[src/rtl/pam5_sign_pkg.sv]
package pam5_sign_pkg;
   localparam int unsigned LANES   = 4;
   localparam int unsigned SYM_W   = 3;
   localparam int unsigned LFSR_W  = 33;

   typedef logic signed [SYM_W-1:0] pam5_t;

   typedef enum logic {
      ROLE_MASTER = 1'b0,
      ROLE_SLAVE  = 1'b1
   } role_e;

   localparam pam5_t PAM5_MAX = pam5_t'(2);
   localparam pam5_t PAM5_MIN = pam5_t'(-2);

   function automatic logic in_pam5_range(input pam5_t v);
      return (v >= PAM5_MIN) && (v <= PAM5_MAX);
   endfunction
endpackage

[src/rtl/pam5_sign_lfsr.sv]
module pam5_sign_lfsr #(
   parameter int unsigned W          = 33,
   parameter logic [W-1:0] SEED      = 33'h1ABCDE123,
   parameter int unsigned POLY_M     = 13,
   parameter int unsigned POLY_S     = 20,
   parameter int unsigned NSIGN      = 4,
   parameter int unsigned SIGN_TAP [NSIGN] = '{0, 8, 16, 24}
) (
   input  logic             clk,
   input  logic             rst,
   input  logic             role_in,
   input  logic             adv,
   output logic [NSIGN-1:0] sign_o
);
   localparam int unsigned TOP = W - 1;
   localparam bit SAME_POLY = (POLY_M == POLY_S);

   if (SEED == '0) begin : g_bad_seed
      $error("pam5_sign_lfsr: seed must be nonzero");
   end
   if (POLY_M < 1 || POLY_M >= W || POLY_S < 1 || POLY_S >= W) begin : g_bad_poly
      $error("pam5_sign_lfsr: polynomial tap outside register");
   end
   for (genvar i = 0; i < NSIGN; i++) begin : g_tap_chk
      if (SIGN_TAP[i] >= W) begin : g_range
         $error("pam5_sign_lfsr: sign tap outside register");
      end
      for (genvar j = i + 1; j < NSIGN; j++) begin : g_dup
         if (SIGN_TAP[i] == SIGN_TAP[j]) begin : g_same
            $error("pam5_sign_lfsr: sign taps must be distinct");
         end
      end
   end

   logic [W-1:0] state;
   logic         role_q;
   logic         fb;

   if (SAME_POLY) begin : g_one_poly
      assign fb = state[POLY_M-1] ^ state[TOP];
   end else begin : g_two_poly
      logic fb_m, fb_s;
      assign fb_m = state[POLY_M-1] ^ state[TOP];
      assign fb_s = state[POLY_S-1] ^ state[TOP];
      assign fb   = role_q ? fb_s : fb_m;
   end

   always_ff @(posedge clk) begin
      if (rst) begin
         state  <= SEED;
         role_q <= role_in;
      end else if (adv) begin
         state  <= {state[W-2:0], fb};
      end
   end

   for (genvar i = 0; i < NSIGN; i++) begin : g_sign
      assign sign_o[i] = state[SIGN_TAP[i]];
   end

   assert_state_nonzero_R9: assert property (@(posedge clk) disable iff (rst)
      state != '0);
   assert_hold_when_idle_R6: assert property (@(posedge clk) disable iff (rst)
      !adv |=> $stable(state));
   assert_shift_when_strobed_R6: assert property (@(posedge clk) disable iff (rst)
      adv |=> state[W-1:1] == $past(state[W-2:0]));
   assert_role_frozen_R8: assert property (@(posedge clk) disable iff (rst)
      1'b1 |=> $stable(role_q));
endmodule

[src/rtl/pam5_sign_lane.sv]
module pam5_sign_lane
   import pam5_sign_pkg::*;
(
   input  logic  clk,
   input  logic  rst,
   input  logic  vld,
   input  logic  flip,
   input  pam5_t sym_in,
   output pam5_t sym_out
);
   pam5_t sym_q;

   always_ff @(posedge clk) begin
      if (rst) begin
         sym_q <= '0;
      end else if (vld) begin
         sym_q <= flip ? pam5_t'(-sym_in) : sym_in;
      end
   end

   assign sym_out = sym_q;

   assert_magnitude_kept_R5: assert property (@(posedge clk) disable iff (rst)
      vld |=> (sym_out == $past(sym_in)) || (sym_out == pam5_t'(-$past(sym_in))));
   assert_zero_passes_R7: assert property (@(posedge clk) disable iff (rst)
      (vld && sym_in == '0) |=> sym_out == '0);
   assert_in_range_R7: assert property (@(posedge clk) disable iff (rst)
      (vld && in_pam5_range(sym_in)) |=> in_pam5_range(sym_out));
   assert_hold_idle_R6: assert property (@(posedge clk) disable iff (rst)
      !vld |=> $stable(sym_out));
endmodule

[src/rtl/pam5_sign_scrambler.sv]
module pam5_sign_scrambler
   import pam5_sign_pkg::*;
#(
   parameter logic [LFSR_W-1:0] SEED = 33'h1ABCDE123,
   parameter int unsigned POLY_M     = 13,
   parameter int unsigned POLY_S     = 20,
   parameter int unsigned SIGN_TAP [LANES] = '{0, 8, 16, 24}
) (
   input  logic              clk,
   input  logic              rst,
   input  logic              role_sel,
   input  logic              in_valid,
   input  logic signed [2:0] sym_a_in,
   input  logic signed [2:0] sym_b_in,
   input  logic signed [2:0] sym_c_in,
   input  logic signed [2:0] sym_d_in,
   output logic              out_valid,
   output logic signed [2:0] sym_a_out,
   output logic signed [2:0] sym_b_out,
   output logic signed [2:0] sym_c_out,
   output logic signed [2:0] sym_d_out
);
   logic [LANES-1:0] sign;
   pam5_t            lane_in  [LANES];
   pam5_t            lane_out [LANES];
   logic             vld_q;

   assign lane_in[0] = sym_a_in;
   assign lane_in[1] = sym_b_in;
   assign lane_in[2] = sym_c_in;
   assign lane_in[3] = sym_d_in;

   pam5_sign_lfsr #(
      .W        (LFSR_W),
      .SEED     (SEED),
      .POLY_M   (POLY_M),
      .POLY_S   (POLY_S),
      .NSIGN    (LANES),
      .SIGN_TAP (SIGN_TAP)
   ) u_lfsr (
      .clk     (clk),
      .rst     (rst),
      .role_in (role_sel),
      .adv     (in_valid),
      .sign_o  (sign)
   );

   for (genvar i = 0; i < LANES; i++) begin : g_lane
      pam5_sign_lane u_lane (
         .clk     (clk),
         .rst     (rst),
         .vld     (in_valid),
         .flip    (sign[i]),
         .sym_in  (lane_in[i]),
         .sym_out (lane_out[i])
      );
   end

   always_ff @(posedge clk) begin
      if (rst) vld_q <= 1'b0;
      else     vld_q <= in_valid;
   end

   assign out_valid = vld_q;
   assign sym_a_out = lane_out[0];
   assign sym_b_out = lane_out[1];
   assign sym_c_out = lane_out[2];
   assign sym_d_out = lane_out[3];

   assert_valid_follows_R5: assert property (@(posedge clk) disable iff (rst)
      in_valid |=> out_valid);
   assert_valid_drops_R6: assert property (@(posedge clk) disable iff (rst)
      !in_valid |=> !out_valid);
   assert_reset_quiet_R1: assert property (@(posedge clk)
      rst |=> !out_valid && sym_a_out == '0 && sym_d_out == '0);
endmodule

[config.mk]
export PLATFORM = sky130hd
export DESIGN_NAME = pam5_sign_scrambler
export DESIGN_NICKNAME = d
export VERILOG_FILES = /design/src/rtl/pam5_sign_pkg.sv /design/src/rtl/pam5_sign_lfsr.sv /design/src/rtl/pam5_sign_lane.sv /design/src/rtl/pam5_sign_scrambler.sv
export SDC_FILE = /design/constraint.sdc
export NUM_CORES = 1
export LEC_CHECK = 0
export ABC_CLOCK_PERIOD_IN_PS = 1100
export BUFFER_PORTS_ARGS = -buffer_cell sky130_fd_sc_hd__buf_2
export CAP_MARGIN = 20
export CORE_UTILIZATION = 52
export CTS_BUF_LIST = sky130_fd_sc_hd__clkbuf_4
export DETAILED_ROUTE_END_ITERATION = 6
export PLACE_DENSITY = 0.77
export SETUP_SLACK_MARGIN = 0.3
export SYNTH_ARGS = -nofsm -noshare
export SYNTH_HDL_FRONTEND = slang
export SYNTH_SLANG_ARGS = --single-unit
export TNS_END_PERCENT = 30
[constraint.sdc]
create_clock -name clk -period 1.1 [get_ports clk]
set_clock_uncertainty 0.15 [all_clocks]
set_input_delay 0.055 -clock clk [delete_from_list [all_inputs] [get_ports clk]]
set_output_delay 0.055 -clock clk [all_outputs]
set_load 0.005 [all_outputs]
==> results by group <==
Pwr
  • Peak supply drop: 0.0006492 V
  • Clk pwr share: 24.9%
  • Internal: 2.438 mW
  • Power Dens Cells: 1374 nW/um^2
  • Sequential Power Share: 59.5%
  • Sw frac: 24.45%
  • Pwr Total: 3.227 mW
  • Power share of the combinational group: 15.6%
  • Lkg Pwr: 1.108 nW
  • Net switching power: 0.7890 mW

Die
  • Die height: 62.14 um
  • IO Count: 29
  • Core ar.: 3390 sq um
  • Full die area: 3861 sq um
  • Starting Density: 55.48%
  • # rows: 21
  • Die Wd: 62.14 um

Global routing
  • Pin count of the biggest net entering global routing: 28
  • Vias in the first global route: 1293
  • First-pass GRT wire length: 5.685 mm
  • Initial antenna violation count: 0
  • GR Overflow Total: 0
  • Total GRT Usage: 18.67%

Flow run
  • Max Cap Viol: 0

CTS
  • Post-CTS Hold Buffers: 6
  • Clock Latency Late Sink: 360 ps
  • Clock sink count: 47
  • Clock Path Buffers: 2
  • Total CTS buffers: 5
  • H-tree lvl count: 2
  • CTS Root Cell: clkbuf_4
  • Worst-path clk slew: 130 ps
  • CTS tree: built

Timing
  • Final setup fails: 1
  • Final Worst Setup Slack: -5.249 ps
  • Worst-margin pin slew: 219.7 ps
  • F_max: 904.8 MHz
  • Max Slew Vio Count: 0
  • Final period util: 100.5%
  • Final Hold Slack: -169.5 ps
  • Final hold viol count: 39
  • Unrepaired setup endpoints after global routing: true
  • Setup TNS Final: -5.249 ps
  • Final min period: 1105 ps
  • Rel. slew slack: 85.27%

Layout
  • Synthesis-to-layout area growth: 24.88%
  • Antenna diodes: 0
  • Fin nets: 236
  • Ratio of cells with drive above 1 in the final layout: 46.54%
  • Final core occ: 69.29%
  • Final Cell Area: 2349 sq um

Setup path
  • Critical path data required time: 1200 ps
  • Setup slack, reg-to-reg: -5 ps
  • Worst EP arrival: 1200 ps
  • R2r worst-path depth: 3
  • RR Endpoint: u_lfsr.state[0]
  • Critical Path Sink: u_lfsr.state[0]
  • Critical path endpoint category: flop
  • Critical path origin: u_lfsr.role_q
  • Worst Path Max Fanout: 1
  • Critical path class: reg -> reg
  • Startpoint Class: flop
  • Launch point of the worst reg-to-reg path: u_lfsr.role_q

Detailed routing
  • Initial drt markers: 56
  • Vias per cell: 5.072
  • M1 wire length: 1.563 mm
  • Residual DRC: 0
  • Top sig layer: met4
  • WL/cell: 12.92 um
  • Post-route ant nets: 0
  • WL met3: 138 um
  • Routed WL: 3.398 mm
  • First-pass iteration count of the detailed router: 4
  • Met2 WL: 1.643 mm
  • Vias: 1334

Synth
  • Synthesis Warnings: 0
  • Yosys reg bits: 47
  • Mean Syn Cell Area: 10.62 sq um
  • Netlist cell types: 20
  • Synthesized cell area: 1881 sq um
  • Synth Net Count: 197
  • Post-Syn Instances: 177
  • Register area share after synthesis: 50.57%

Status
  • Outcome: complete, but fails checks
  • Failing checks: negative hold slack, negative setup slack

Min path
  • Hold Path Class: in -> reg

Placement
  • GPL Wtd Cong: 0.7615
  • Area after DPL: 2074 sq um
  • DP HPWL: 2.127 mm
  • IO buf count: 28
  • DP Worst Slack: -8.737 ps
[sequential cells by signal, indices dropped and copies added, names as in the netlist]
register,cells
out_valid,1
g_lane.u_lane.sym_out,12
u_lfsr.state,33
u_lfsr.role_q,1
[Yosys cell counts (all sizes together)]
cell type / number / area (sq um)
clkbuf: 2 / 7.510
a21oi: 1 / 5.000
dfxtp: 46 / 920.9
nor2b: 2 / 12.51
a211o: 17 / 148.9
xor2: 1 / 8.760
and2b: 4 / 30.03
mux2i: 24 / 240.2
and2: 15 / 93.84
inv: 9 / 36.29
xnor2: 4 / 35.03
nor2: 28 / 105.1
a211oi: 8 / 60.06
edfxtp: 1 / 30.03
buf: 10 / 91.33
ha: 4 / 50.05
o21ai: 1 / 5.000
[worst max-delay path, cell delays in order (launching register included)]
cell      delay, ps
edfxtp_1        400
mux2i_1         200
xor2_1          180
o21ai_1          80
[cells in the final DEF, fill, tap and decap left out, types with 2 or more instances in the layout]
| master | synthesis | layout |
|---|---|---|
| xnor2_1 | 4 | 4 |
| a211oi_2 | 0 | 2 |
| dfxtp_1 | 46 | 8 |
| inv_1 | 8 | 8 |
| and2_1 | 15 | 2 |
| and2b_1 | 4 | 4 |
| mux2i_1 | 24 | 23 |
| dfxtp_2 | 0 | 38 |
| a211o_1 | 17 | 17 |
| clkbuf_4 | 0 | 7 |
| buf_12 | 0 | 4 |
| dlygate4sd3_1 | 0 | 5 |
| nor2b_1 | 2 | 2 |
| buf_6 | 5 | 6 |
| and2_4 | 0 | 13 |
| buf_2 | 4 | 25 |
| nor2_1 | 28 | 28 |
| ha_1 | 4 | 4 |
| buf_4 | 0 | 3 |
| a211oi_1 | 8 | 6 |
[worst min path at each step]
stage | to | slack (ps) | from | cells past startpoint
global placement | u_lfsr.role_q | 80 | role_sel | 1
global route | g_lane[2].u_lane.sym_out[2] | -190 | sym_c_in[2] | 3
finish | g_lane[2].u_lane.sym_out[2] | -170 | sym_c_in[2] | 3
detailed placement | u_lfsr.role_q | 80 | role_sel | 1
floorplan | u_lfsr.role_q | 4 | role_sel | 0
CTS | g_lane[0].u_lane.sym_out[2] | -200 | sym_a_in[2] | 3
[final cells by class]
cell class	count	area, sq um
Clock buffer	7	52.55
Clock inverter	1	5.005
Fill cell	241	1041
Inverter	9	36.28
Multi-Input combinational cell	109	840.8
Sequential cell	47	998.5
Tap cell	46	57.56
Timing Repair Buffer	44	357.8
[power groups by stage]
stage               sequential [mW]  clock, mW  combinational, mW
global route                   1.94      0.917              0.551
floorplan                      1.92          0              0.302
finish                         1.92      0.804              0.503
CTS                            1.91      0.835              0.466
detailed placement             1.94          0              0.417
global placement               1.93          0              0.397
[cell families (layout without fill, tap and decap cells)]
family	count (synthesis)	after routing	synth area share, %
xor+xnor	5	5	2.329
flops	47	47	50.57
fa+ha+maj	4	4	2.661
simple gates	49	49	12.84
buf+inv	21	61	7.186
compound gates	27	27	11.64
mux	24	24	12.77
[per-stage QoR]
| stage | instances | hold slack (ps) |
|---|---|---|
| after floorplan | 177 | 3.869 |
| after global placement | 244 | 84.05 |
| after detailed placement | 244 | 83.10 |
| after CTS | 261 | -199.2 |
| after global routing | 263 | -187.3 |
| final | 263 | -169.5 |
[routing by layer]
metal	track usage, %	vias to the layer above
li1	-	678
met2	30.49	30
met1	22.51	619
met5	0	-
met4	6.977	0
met3	6.618	7
[what timing repair did]
| item | CTS | global route |
|---|---|---|
| hold endpoints to repair | 47 | 40 |
| resized for setup | 35 | 22 |
| buffers inserted | 3 | 2 |
| setup endpoints to repair | 41 | 50 |
| pin swaps | 29 | 29 |
No activity file was read; power rests on OpenSTA's default activity.
